[config.mk]
export PLATFORM = sky130hd
export DESIGN_NAME = link_pack
export DESIGN_NICKNAME = d
export VERILOG_FILES = /design/src/rtl/link_pack.sv
export SDC_FILE = /design/constraint.sdc
export NUM_CORES = 1
export LEC_CHECK = 0
export ABC_AREA = 1
export BUFFER_PORTS_ARGS = -buffer_cell sky130_fd_sc_hd__clkbuf_2
export CORE_MARGIN = 5
export CORE_UTILIZATION = 60
export CTS_CLUSTER_DIAMETER = 40
export CTS_CLUSTER_SIZE = 24
export DETAILED_ROUTE_END_ITERATION = 10
export GPL_ROUTABILITY_DRIVEN = 0
export GPL_TIMING_DRIVEN = 0
export HOLD_SLACK_MARGIN = 0.15
export PLACE_DENSITY = 0.85
export SLEW_MARGIN = 25
export SYNTH_ARGS = -nofsm -noshare
export SYNTH_HDL_FRONTEND = slang
export SYNTH_SLANG_ARGS = --single-unit
[constraint.sdc]
create_clock -name clk -period 4.1 [get_ports clk]
set_clock_uncertainty 0.05 [all_clocks]
set_input_delay 0.82 -clock clk [delete_from_list [all_inputs] [get_ports clk]]
set_output_delay 0.82 -clock clk [all_outputs]
set_load 0.005 [all_outputs]
[src/rtl/link_pack.sv]
module link_pack #(
  parameter int BYTE_W       = 8,
  parameter int NARROW_BYTES = 4,
  parameter int WIDE_BYTES   = 6
) (
  input  logic                         clk,
  input  logic                         rst_n,
  input  logic                         enable,
  input  logic                         dir_tx,
  input  logic                         wide,
  input  logic [BYTE_W*WIDE_BYTES-1:0] tx_word,
  input  logic                         tx_valid,
  output logic                         tx_ready,
  output logic [BYTE_W*WIDE_BYTES-1:0] rx_word,
  output logic                         rx_valid,
  input  logic                         rx_ready,
  output logic [BYTE_W-1:0]            lnk_dout,
  output logic                         lnk_clk_o,
  input  logic                         lnk_ack_i,
  input  logic [BYTE_W-1:0]            lnk_din,
  input  logic                         lnk_clk_i,
  output logic                         lnk_ack_o
);
  localparam int WORD_W   = BYTE_W * WIDE_BYTES;
  localparam int NARROW_W = BYTE_W * NARROW_BYTES;
  localparam int CNT_W    = $clog2(WIDE_BYTES);
  localparam logic [CNT_W-1:0] LAST_N = CNT_W'(NARROW_BYTES - 1);
  localparam logic [CNT_W-1:0] LAST_W = CNT_W'(WIDE_BYTES - 1);
  localparam logic [WORD_W-1:0] NARROW_MASK = {{(WORD_W-NARROW_W){1'b0}}, {NARROW_W{1'b1}}};

  logic m_tx, m_wide;
  always_ff @(posedge clk) begin
    if (!rst_n) begin
      m_tx   <= 1'b0;
      m_wide <= 1'b0;
    end else if (!enable) begin
      m_tx   <= dir_tx;
      m_wide <= wide;
    end
  end

  wire run_tx = enable & m_tx;
  wire run_rx = enable & ~m_tx;
  wire [CNT_W-1:0]  last_idx  = m_wide ? LAST_W : LAST_N;
  wire [WORD_W-1:0] word_mask = m_wide ? {WORD_W{1'b1}} : NARROW_MASK;

  // transmit path: holding register feeding a byte shifter
  logic [WORD_W-1:0] th, tsh;
  logic              th_full, tsh_busy;
  logic [CNT_W-1:0]  tcnt;

  assign tx_ready  = run_tx & ~th_full;
  assign lnk_clk_o = run_tx & tsh_busy & ((tcnt != '0) | lnk_ack_i);
  assign lnk_dout  = lnk_clk_o ? tsh[BYTE_W-1:0] : '0;

  wire t_take = tx_valid & tx_ready;
  wire t_last = lnk_clk_o & (tcnt == last_idx);
  wire t_load = th_full & (~tsh_busy | t_last);

  always_ff @(posedge clk) begin
    if (!rst_n || !run_tx) begin
      th       <= '0;
      tsh      <= '0;
      th_full  <= 1'b0;
      tsh_busy <= 1'b0;
      tcnt     <= '0;
    end else begin
      if (t_take) begin
        th      <= tx_word & word_mask;
        th_full <= 1'b1;
      end else if (t_load) begin
        th_full <= 1'b0;
      end
      if (t_load) begin
        tsh      <= th;
        tsh_busy <= 1'b1;
        tcnt     <= '0;
      end else if (lnk_clk_o) begin
        tsh <= tsh >> BYTE_W;
        if (t_last) begin
          tsh_busy <= 1'b0;
          tcnt     <= '0;
        end else begin
          tcnt <= tcnt + 1'b1;
        end
      end
    end
  end

  // receive path: assembly register feeding a holding register
  logic [WORD_W-1:0] asm_q, asm_nx, rh;
  logic              asm_full, rh_full;
  logic [CNT_W-1:0]  rcnt;

  assign lnk_ack_o = run_rx & ~asm_full;
  assign rx_valid  = rh_full;
  assign rx_word   = rh;

  wire r_byte = run_rx & lnk_clk_i & ~asm_full;
  wire r_done = r_byte & (rcnt == last_idx);
  wire r_pop  = rh_full & rx_ready;
  wire r_free = ~rh_full | r_pop;

  always_comb begin
    asm_nx = asm_q;
    asm_nx[rcnt*BYTE_W +: BYTE_W] = lnk_din;
  end

  always_ff @(posedge clk) begin
    if (!rst_n || !run_rx) begin
      asm_q    <= '0;
      rh       <= '0;
      asm_full <= 1'b0;
      rh_full  <= 1'b0;
      rcnt     <= '0;
    end else if (asm_full && r_free) begin
      rh       <= asm_q;
      rh_full  <= 1'b1;
      asm_full <= 1'b0;
      asm_q    <= '0;
    end else if (r_done && r_free) begin
      rh      <= asm_nx;
      rh_full <= 1'b1;
      asm_q   <= '0;
      rcnt    <= '0;
    end else begin
      if (r_pop) rh_full <= 1'b0;
      if (r_byte) begin
        asm_q <= asm_nx;
        if (r_done) begin
          asm_full <= 1'b1;
          rcnt     <= '0;
        end else begin
          rcnt <= rcnt + 1'b1;
        end
      end
    end
  end
endmodule

# [Word-level counts from Yosys, hierarchy flattened]
# Cells that the tools add are included.
[totals] ff_bits=204 input_bits=65 out_inout_bits=60 elab_cells=83
[op_classes] addsub=3 n_eq_ne=2 shifts=2 mux=20 bitwise=24 n_reduce_logical=20
[op_table] op="48-bit 2-to-1 mux" n=5
[op_table] op="48-bit bitwise AND" n=1
[op_table] op="48-bit bitwise mux" n=1
[op_table] op="8-bit by 34-bit variable shift with 48-bit output, first input constant" n=1
[op_table] op="8-bit by 34-bit indexed part select with 48-bit output" n=1
[op_table] op="6-bit negation with 34-bit output" n=1
[op_table] op="3-bit 2-to-1 mux" n=5
[op_table] op="1-bit bitwise AND" n=13
[op_table] op="2-bit nonzero test" n=5
[op_table] op="1-bit 2-to-1 mux" n=8
[op_table] op="8-bit 2-to-1 mux" n=1
[op_table] op="1-bit NOT" n=7
[op_table] op="3-bit by 1-bit adder with 3-bit output, second input constant" n=2
[op_table] op="3-bit equality test" n=2
[op_table] op="3-bit nonzero test" n=2
[op_table] op="2-bit AND reduction" n=2
[op_table] op="2-bit OR reduction" n=2
[op_table] op="1-bit zero test" n=3
[op_table] op="1-bit bitwise OR" n=3
[op_table] op="3-bit AND reduction" n=1
[op_table] op="3-bit OR reduction" n=1
[op_table] op="1-bit logical AND" n=2
[op_table] op="1-bit logical OR" n=2

# [Logic depth before layout (Yosys ltp)]
# Gate-level depths: netlist (run 1).
[depth] ltp_word=8 mapped_depth=15 depth_no_buf=12

# [Least setup slack after synthesis (run 1)]
# Ideal clock, no wire load.
[synth_timing] path_type="register to register" from="register rcnt[0]" to="register rh[2], in the netlist rx_word[2]" t_arrival_ns=2.389 required_time_ns=3.935 path_slack_ns=1.546 stages_incl_launch_ff=15 n_path_buf=3 cell_sequence="dfxtp_1 -> buf_2 -> inv_2 -> clkbuf_1 -> ha_1 -> ha_1 -> nor3b_2 -> nand2_1 -> buf_2 -> o21ai_0 -> nand2_1 -> nand2_1 -> nand2_1 -> o21ai_0 -> inv_1"
[synth_via] elab_chain_len=5 elab_cells_between_ends=10 classes_between="1 x add/sub; 1 x eq/ne; 2 x shift; 3 x mux; 1 x bitwise; 2 x reduce/logical"
[synth_lines] element="start: declaration" line_no="93" rtl="logic [CNT_W-1:0] rcnt;"
[synth_lines] element="start signal: assignment" line_no="134" rtl="rcnt <= rcnt + 1'b1;"
[synth_lines] element="6-bit negation with 34-bit output" line_no="106" rtl="asm_nx[rcnt*BYTE_W +: BYTE_W] = lnk_din;"
[synth_lines] element="8-bit by 34-bit indexed part select with 48-bit output or 8-bit by 34-bit variable shift with 48-bit output (tied branches)" line_no="106"
[synth_lines] element="48-bit bitwise mux" line_no="106"
[synth_lines] element="48-bit 2-to-1 mux" line_no="121" rtl="end else if (r_done && r_free) begin"
[synth_lines] element="48-bit 2-to-1 mux" line_no="116" rtl="end else if (asm_full && r_free) begin"
[synth_lines] element="end signal: assignment" line_no="117" rtl="rh <= asm_q;"
[synth_lines] element="end signal: assignment" line_no="122" rtl="rh <= asm_nx;"
[synth_lines] element="end: declaration" line_no="91" rtl="logic [WORD_W-1:0] asm_q, asm_nx, rh;"
# Parallel ways exist; a longest one is shown, timed or not. The select of a mux whose other input is x is not followed.
# A chain may end at the register's enable or synchronous reset.

# [Final worst setup path (run 1)]
[layout_timing] from="input port enable" to="output port tx_ready"
[layout_via] elab_chain_len=2
[layout_lines] element="start: declaration" line_no="8" rtl="input logic enable,"
[layout_lines] element="1-bit bitwise AND" line_no="42" rtl="wire run_tx = enable & m_tx;"
[layout_lines] element="1-bit bitwise AND" line_no="52" rtl="assign tx_ready = run_tx & ~th_full;"
[layout_lines] element="end: declaration" line_no="13" rtl="output logic tx_ready,"
# No other way between the ends.

==> out/qor.txt, run 1 <==
Req. time, crit path: 3230 ps
Mapped Area: 9562 um2
Post-Syn Instances: 1421
vias per inst: 5.604
Rows: 46
total of max-cap violations: 0
minimum clock period: 3096 ps
FMAX: 323.0 MHz
FF-to-FF End: rx_word[45]
Sw Ratio: 24.07%
first-pass GRT wire length: 44990 um
status: completed
routed vias: 10160
number of enable flip-flop cells after synthesis: 0
CTS root buf: clkbuf_16
Worst setup endpoint: tx_ready
drt drc: 0
DRT antenna net count: 0
Syn Area/Cell: 6.729 um2
RSZ-0062 raised after global routing: no
Final #Nets: 1649
Yosys cell types: 28
Worst R2R Path Depth: 13
ant diodes: 0
DRT Wirelength: 28140 um
die area: 18560 um2
Synth Register Bits: 204
DR iter-0 viols: 1006
Filler cells: 1302
Wirelength per Cell: 15.52 um
dpl hpwl: 19610 um
Resize count post-CTS: 0
worst slew pin tran: 695.9 ps
final total power: 4788 uW
Starting Density: 60.63%
Syn. warnings: 0
most common cell after layout, fill and taps aside: nand2_1
Reg2Reg Setup Slack: 1070 ps
Async S/R FF share, synth: 0%
Core ar.: 15770 um2
launch point of the worst path: enable
Peak supply drop: 420.7 uV
Final TNS setup: 0 ps
Setup WS pre-CTS: 1065 ps
CP Class: in2out
clock buffer depth: 3
# port buffers: 123
clock sinks: 204
top cell type's share of synthesized area: 42.71%
area leader, netlist: dfxtp_1
main area contributors after synthesis: dfxtp_1, nand2_1, nand3_1
Die Span Y: 136.2 um
Layout area overhead: 19.96%
Final Hold Viols: 0
Die X: 136.2 um
max-slew violations: 0
Leak: 0.004760 uW
Reg-to-Reg Start: rcnt[0]
Switch Pwr: 1152 uW
sequential power share: 41.5%
post-CTS setup buffers: 0
critical path arrival: 2230 ps
most frequent cells in the layout: nand2_1, dfxtp_1, nand3_1, a21oi_1, clkbuf_2
power density cells: 417.4 nW/um2
final count of negative-setup-slack endpoints: 0
Hold Crit Class: reg2reg
CTS tree: yes
# IOs: 125
internal power: 3635 uW
GRT Residual Overflow: 0
Pre-antenna DRT Iters: 7
crit path setup slack, layout: 1004 ps
H-tree lvl count: 1
cts hold-fix bufs: 0
Clock transition at path regs: 50 ps
vias in the first global route: 9244
GRT Total Usage: 29.59%
Crit Path Max Fanout: 10
share of layout cells above drive strength 1: 14.03%
Startpoint Class: input port
final worst-path cycle share: 75.50%
clk_lat worst skew: 540 ps
Post-Syn Nets: 1495
largest net degree at the start of global routing: 15
CTS buffer count: 29
ys flop type: dfxtp_1
Clock Power Share: 54.6%
CP endpoint kind: output pin
combinational share of power: 3.9%
antenna violations before repair: 0
sequential share of the synthesized area: 42.71%
Slew HR: 53.43%
==> Yosys cell counts, types with 9 or more instances <==
cell and count:
o211ai_1 24, o21ai_1 13, nand3_1 198, clkbuf_1 62
dfxtp_1 204, inv_1 120, a21oi_1 143, ha_1 9
o21ai_0 90, buf_2 27, nor2_1 70, nand2_1 404
==> worst min-delay path by stage <==
stage,slack [ps],startpoint,depth (start not counted),to
final,410,th[4],2,th[4]
after detailed placement,390,th[27],2,th[27]
after floorplan,380,th[8],2,th[8]
after global placement,390,th[22],2,th[22]
after CTS,400,th[27],2,th[27]
after global routing,420,th[27],2,th[27]
==> area by class of cell <==
class | instances | area [um2] | area share (%)
buffer | 102 | 435.4 | 3.796
clock buffer | 31 | 733.2 | 6.392
clock inverter | 22 | 289.0 | 2.520
inverter | 127 | 476.7 | 4.156
multi-input combinational | 988 | 4566 | 39.81
sequential | 204 | 4084 | 35.61
tap | 216 | 270.3 | 2.356
timing repair buffer | 123 | 615.6 | 5.367
==> cell families (layout without fill, tap and decap cells) <==
kind of cell               count (synthesis)  after routing  share of synthesized area [%]
and+or+nand+nor                          699            699                          31.00
AOI/OAI and AO/OA                        279            279                          15.48
buffers and inverters                    229            405                          9.539
DFF                                      204            204                          42.71
adders and majority gates                  9              9                          1.178
xor gates and xnor gates                   1              1                        0.09162
==> flip-flops by register name, summed over array words and instances (netlist names) <==
register  cells
th_full       1
rx_valid      1
tcnt          3
tsh          48
asm_q        48
m_tx          1
rx_word      48
rcnt          3
m_wide        1
asm_full      1
th           48
tsh_busy      1
==> power by group through the flow <==
stage          Clock [uW]  Combinational [uW]  Sequential (uW)
6_report             2610                 187             1990
5_1_grt              2720                 202             1990
4_1_cts              2620                 181             1990
3_5_place_dp            0                 179             2030
3_3_place_gp            0                 177             2030
2_1_floorplan           0                 101             2030
==> metrics by stage <==
| stage | hold WS, ps | cell area [um2] | cells | util, % |
|---|---|---|---|---|
| global route | 420.4 | 11470 | 1813 | 72.73 |
| global placement | 391.9 | 10450 | 1760 | 66.25 |
| detailed placement | 394.0 | 10450 | 1760 | 66.25 |
| CTS | 404.5 | 11470 | 1813 | 72.73 |
| floorplan | 379.6 | 9562 | 1421 | - |
| finish | 409.3 | 11470 | 1813 | 72.73 |
==> critical path: stages <==
cell,delay [ps]
clkbuf_2,160
nand2_1,120
nor2_2,350
clkbuf_1,550
clkbuf_2,220
==> metal layers <==
layer / global-route usage, % / vias up / part of all wire, %
met3: 4.996 / 76 / 9.6
met1: 41.60 / 4610 / 43
met4: 8.175 / 0 / 2.7
li1: - / 4941 / -
met2: 47.14 / 533 / 45
met5: 0 / - / 0
Power figures use the tool's default switching activity.
==> inputs of run 2 (changes only) <==
--- a/config.mk
+++ b/config.mk
@@ -5,17 +5,17 @@
 export SDC_FILE = /design/constraint.sdc
 export NUM_CORES = 1
 export LEC_CHECK = 0
-export ABC_AREA = 1
+export ABC_AREA = 0
 export BUFFER_PORTS_ARGS = -buffer_cell sky130_fd_sc_hd__clkbuf_2
 export CORE_MARGIN = 5
-export CORE_UTILIZATION = 60
+export CORE_UTILIZATION = 52
 export CTS_CLUSTER_DIAMETER = 40
 export CTS_CLUSTER_SIZE = 24
 export DETAILED_ROUTE_END_ITERATION = 10
 export GPL_ROUTABILITY_DRIVEN = 0
 export GPL_TIMING_DRIVEN = 0
 export HOLD_SLACK_MARGIN = 0.15
-export PLACE_DENSITY = 0.85
+export PLACE_DENSITY = 0.79
 export SLEW_MARGIN = 25
 export SYNTH_ARGS = -nofsm -noshare
 export SYNTH_HDL_FRONTEND = slang
==> constraint.sdc (replaced) <==
create_clock -name clk -period 2.5 [get_ports clk]
set_clock_uncertainty 0.05 [all_clocks]
set_input_delay 0.5 -clock clk [delete_from_list [all_inputs] [get_ports clk]]
set_output_delay 0.5 -clock clk [all_outputs]
set_load 0.005 [all_outputs]
==> run 2 against run 1 <==
The run now ends with setup timing left. Setup slack got worse by 1100 ps. Synthesized area decreased by 5.4%. Sequential power increased by 64%. Routed wire length decreased by 11%. Die area increased by 8.4%. Sequential share of layout area increased by 0.066 points. Critical path type is now reg2out.
==> out/qor.txt, run 2 <==
drt drc: 0
DRT Wirelength: 25100 um
# IOs: 125
CTS root buf: clkbuf_16
final total power: 7466 uW
max-slew violations: 0
Leak: 0.003973 uW
Die X: 141.9 um
Pre-antenna DRT Iters: 5
CP endpoint kind: output pin
total of max-cap violations: 0
final worst-path cycle share: 103.5%
top cell type's share of synthesized area: 45.16%
worst slew pin tran: 860.9 ps
FMAX: 386.3 MHz
Hold Crit Class: in2reg
# port buffers: 123
met1 Usage GRT: 34.74%
CP Class: reg2out
DR iter-0 viols: 718
Final Hold Viols: 0
Post-Syn Nets: 1100
sequential share of the synthesized area: 45.16%
first-pass GRT wire length: 39940 um
Clock transition at path regs: 60 ps
most common cell after layout, fill and taps aside: nand2_1
max incr delay on CP: 400 ps
Layout area overhead: 27.02%
vias in the first global route: 7749
CTS tree: yes
Starting Density: 52.65%
clock buffer depth: 3
Crit Path Max Fanout: 5
Mapped Area: 9044 um2
Async S/R FF share, synth: 0%
antenna violations before repair: 0
status: finished with violations
crit path setup slack, layout: -88.72 ps
CP bufs+invs: 4
area leader, netlist: dfxtp_1
Post-Syn Instances: 1026
clock sinks: 204
Global Route met3 Usage: 3.775%
Req. time, crit path: 1950 ps
largest net degree at the start of global routing: 14
Rows: 48
most frequent cells in the layout: nand2_1, dfxtp_1, clkbuf_2, mux2i_1, a21oi_1
GRT met2 Usage: 37.09%
H-tree lvl count: 1
most instantiated cells after synthesis: nand2_1, dfxtp_1, mux2i_1
dpl hpwl: 16890 um
Worst R2R Path Depth: 8
Hold WS: 157.5 ps
Reg-to-Reg Start: rcnt[0]
final core utilization: 66.88%
critical path arrival: 2040 ps
violated checks: setup timing
ys flop type: dfxtp_1
Critical Path Stages: 8
main area contributors after synthesis: dfxtp_1, nand2_1, mux2i_1
worst-path cell chain: inv_2, ha_4, or3b_4, nand3_4, clkinv_4, clkbuf_16, and2_4, buf_6
Critical-path top delay cell: or3b_4
Yosys cell types: 47
Syn. warnings: 0
Wirelength per Cell: 17.12 um
share of layout cells above drive strength 1: 21.03%
most common cell in the netlist: nand2_1
GRT Total Usage: 23.92%
Startpoint Class: flop
CTS buffer count: 28
final count of negative-setup-slack endpoints: 9
clk_lat worst skew: 520 ps
vias per inst: 5.757
Peak supply drop: 538.7 uV
Final #Nets: 1293
GRT Residual Overflow: 0
RSZ-0062 raised after global routing: yes
ant diodes: 0
minimum clock period: 2589 ps
Core ar.: 17180 um2
Die Span Y: 141.9 um
Syn Area/Cell: 8.814 um2
Slew HR: 42.48%
crit-path leading delay family: simple AND/OR/NAND/NOR gates
die area: 20130 um2
hold path cells: 3
number of enable flip-flop cells after synthesis: 0
launch point of the worst path: tcnt[0]
hold path start: tx_word[11]
Synth Register Bits: 204
Top Usage Layer GRT: met2
power density cells: 650.0 nW/um2
DRT antenna net count: 0
routed vias: 8440
[run 2: logic make-up after synthesis]
family	count (synthesis)	synth area share, %
AOI/OAI and AO/OA	217	17.53
xor gates and xnor gates	1	0.09686
adders and majority gates	9	1.245
buffers and inverters	101	4.427
DFF	204	45.16
muxes	81	8.965
and+or+nand+nor	413	22.58
[run 2: power breakdown]
part           internal (uW)  total [uW]  switching (uW)
logic                    114         287             173
registers               3250        3260            5.32
clock network           2370        3920            1550
[run 2: final cells by class]
cell class / count / area, um2
Multi-Input combinational cell: 721 / 4683
Buffer: 85 / 367.9
Clock inverter: 18 / 167.7
Timing Repair Buffer: 169 / 1062
Fill cell: 1384 / 5689
Inverter: 10 / 42.54
Clock buffer: 34 / 784.5
Tap cell: 225 / 281.5
Sequential cell: 204 / 4098
[run 2: worst paths after layout]
check / endpoint / slack, ps
min: th[11] / 160
max: lnk_dout[1] / -90
min reg2reg: asm_q[36] / 400
max reg2reg: rx_word[35] / 50
[run 2: what timing repair did]
action / 4_1_cts / 5_1_grt
hold endpoints to repair: 24 / 0
setup buffers: 9 / 12
pin swaps: 6 / 6
cloned: 1 / 0
hold buffers: 24 / 0
resized for setup: 28 / 28
setup endpoints to repair: 49 / 101
[run 2: worst min-delay path, cell delays in order]
cell and delay, ps:
clkbuf_2 80, nand2_1 50, a21oi_1 50
[run 2: routing by layer]
| metal | vias to the layer above | share of wire, % | wire length, um |
|---|---|---|---|
| li1 | 4077 | - | - |
| met1 | 4001 | 46 | 11450 |
| met2 | 314 | 45 | 11350 |
| met3 | 48 | 7.0 | 1763 |
| met4 | 0 | 2.1 | 536 |
| met5 | - | 0 | 0 |
[run 2: stage by stage]
| step | setup slack, ps | TNS (ps) | std cells | cell area (um2) |
|---|---|---|---|---|
| floorplan | 18.94 | 0 | 1026 | 9066 |
| global placement | -409.7 | -9036 | 1374 | 9963 |
| detailed placement | -444.9 | -10450 | 1374 | 9963 |
| CTS | -87.24 | -571.9 | 1455 | 11320 |
| global route | -123.7 | -972.0 | 1466 | 11490 |
| finish | -88.72 | -608.7 | 1466 | 11490 |
==> inputs of run 3 (changes only) <==
--- a/config.mk
+++ b/config.mk
@@ -8,14 +8,14 @@
 export ABC_AREA = 0
 export BUFFER_PORTS_ARGS = -buffer_cell sky130_fd_sc_hd__clkbuf_2
 export CORE_MARGIN = 5
-export CORE_UTILIZATION = 52
+export CORE_UTILIZATION = 60
+export CTS_BUF_LIST = sky130_fd_sc_hd__clkbuf_16
 export CTS_CLUSTER_DIAMETER = 40
-export CTS_CLUSTER_SIZE = 24
 export DETAILED_ROUTE_END_ITERATION = 10
 export GPL_ROUTABILITY_DRIVEN = 0
 export GPL_TIMING_DRIVEN = 0
 export HOLD_SLACK_MARGIN = 0.15
-export PLACE_DENSITY = 0.79
+export PLACE_DENSITY = 0.86
 export SLEW_MARGIN = 25
 export SYNTH_ARGS = -nofsm -noshare
 export SYNTH_HDL_FRONTEND = slang
==> constraint.sdc (replaced) <==
create_clock -name clk -period 3.2 [get_ports clk]
set_clock_uncertainty 0.05 [all_clocks]
set_input_delay 0.64 -clock clk [delete_from_list [all_inputs] [get_ports clk]]
set_output_delay 0.64 -clock clk [all_outputs]
set_load 0.005 [all_outputs]
==> run 3 against run 2 <==
The flow now finishes without violations. Non-clock buffer count is 42 lower. Cell count is 5.5% lower. Register-to-register slack better by 90 ps. Setup slack gained 230 ps. Sequential cell count did not move. Critical path type is now reg2reg. Largest power group unchanged.
==> out/qor.txt, run 3 (same netlist as run 2, synthesis figures left out) <==
status: completed
vias per inst: 6.059
Req. time, crit path: 3550 ps
launch point of the worst path: rcnt[0]
Startpoint Class: flop
worst-path cell chain: buf_2, inv_1, ha_1, ha_1, o31a_1, o211a_1, clkbuf_1, mux2i_1, o2bb2ai_1
Worst setup endpoint: rx_word[19]
first-pass GRT wire length: 38620 um
max incr delay on CP: 460 ps
# port buffers: 123
drt drc: 0
clk_lat worst skew: 520 ps
CTS tree: yes
placed cell areas: 9889 um2
Pre-antenna DRT Iters: 6
# IOs: 125
worst slew pin tran: 847.8 ps
Placed Cells: 1333
Critical Path Stages: 9
Starting Density: 61.76%
DRT antenna net count: 0
antenna violations before repair: 1
power density cells: 543.0 nW/um2
Wirelength per Cell: 17.58 um
Rows: 44
Die Span Y: 132.8 um
routed vias: 8392
CP endpoint kind: flop
Slew HR: 43.48%
CP most frequent cell: ha_1
DR iter-0 viols: 798
final worst-path cycle share: 95.49%
CTS buffer count: 29
final count of negative-setup-slack endpoints: 0
final core utilization: 74.36%
largest net degree at the start of global routing: 17
Reg-to-Reg Start: rcnt[0]
met1 Usage GRT: 37.45%
Worst R2R Path Depth: 9
Peak supply drop: 441.8 uV
post-route cell area: 10890 um2
CTS root buf: clkbuf_16
total of max-cap violations: 0
die area: 17630 um2
final total power: 5913 uW
Hold Crit Class: in2reg
GRT Total Usage: 26.03%
critical path arrival: 3400 ps
GRT Residual Overflow: 0
RSZ-0062 raised after global routing: no
most common cell after layout, fill and taps aside: nand2_1
FMAX: 327.3 MHz
Die X: 132.8 um
Crit Path Max Fanout: 10
max-slew violations: 0
Final Hold Viols: 0
Layout area overhead: 20.41%
Top Usage Layer GRT: met2
crit-path leading delay family: buffers and inverters
Critical-path top delay cell: ha_1
Final TNS setup: 0 ps
clock buffer depth: 3
DRT Wirelength: 24350 um
Reg2Reg Setup Slack: 140 ps
share of layout cells above drive strength 1: 17.00%
Global Route met3 Usage: 4.746%
most frequent cells in the layout: nand2_1, dfxtp_1, clkbuf_2, mux2i_1, a21oi_1
CP Class: reg2reg
H-tree lvl count: 1
Core ar.: 14640 um2
Leak: 0.003737 uW
Clock transition at path regs: 60 ps
FF-to-FF End: rx_word[19]
GRT met2 Usage: 40.19%
dpl hpwl: 16740 um
Final #Nets: 1252
clock sinks: 204
minimum clock period: 3056 ps
CP bufs+invs: 3
Non-Filler Instances: 1385
vias in the first global route: 7679
==> run 3: cell count changes in the layout (fill, tap and decap cells not counted), moves of 4 or more <==
cell	delta
and2_1	+8
clkbuf_8	-5
clkbuf_1	+8
mux2i_1	+4
buf_4	-19
and2_4	-8
buf_6	-4
inv_1	+8
dfxtp_1	+5
dlygate4sd3_1	-24
clkinv_4	-5
==> run 3: timing repair <==
action | 4_1_cts | 5_1_grt
hold buffers | 0 | 0
setup endpoints to repair | 9 | 24
gates resized for setup | 1 | 2
pin swaps | 0 | 1
buffers inserted | 0 | 1
==> run 3: per-stage QoR <==
| step | hold WS [ps] | setup slack, ps |
|---|---|---|
| 2_1_floorplan | 382.2 | 532.1 |
| 3_3_place_gp | 390.8 | 155.6 |
| 3_5_place_dp | 395.6 | 109.4 |
| 4_1_cts | 276.6 | 40.27 |
| 5_1_grt | 280.4 | 17.69 |
| 6_report | 279.8 | 144.4 |
==> run 3: cell type report <==
cell class,count,area (um2)
Clock buffer,29,725.7
Antenna cell,1,2.502
Sequential cell,204,4084
Fill cell,1110,3755
Timing Repair Buffer,124,635.6
Multi-Input combinational cell,721,4569
Tap cell,184,230.2
Inverter,10,38.79
Buffer,88,351.6
Clock inverter,24,251.5
==> run 3: worst min-delay path by stage <==
stage | from | endpoint | cells after the start
2_1_floorplan | th[40] | th[40] | 2
3_3_place_gp | asm_q[28] | asm_q[28] | 2
3_5_place_dp | asm_q[28] | asm_q[28] | 2
4_1_cts | tx_word[28] | th[28] | 3
5_1_grt | tx_word[28] | th[28] | 3
6_report | tx_word[28] | th[28] | 3
==> run 3: routing by layer <==
| layer | wire (um) | share of wire (%) | vias up |
|---|---|---|---|
| met3 | 1964 | 8.1 | 46 |
| li1 | - | - | 3999 |
| met4 | 545 | 2.2 | 0 |
| met5 | 0 | 0 | - |
| met1 | 10960 | 45 | 3936 |
| met2 | 10880 | 45 | 411 |
==> run 3: report_power, final <==
part,internal [uW],switching (uW),leakage [uW]
Combinational,64.3,127,0.00161
Sequential,2540,3.96,0.00164
Clock,1930,1240,0.000488
Total,4540,1370,0.00374
==> run 3: worst reg2reg max path: cells and delay by family, from the launching register on <==
family	cells	cell delay, ps
buf+inv	3	820
fa+ha+maj	2	700
compound gates	3	630
flops	1	440
mux	1	300
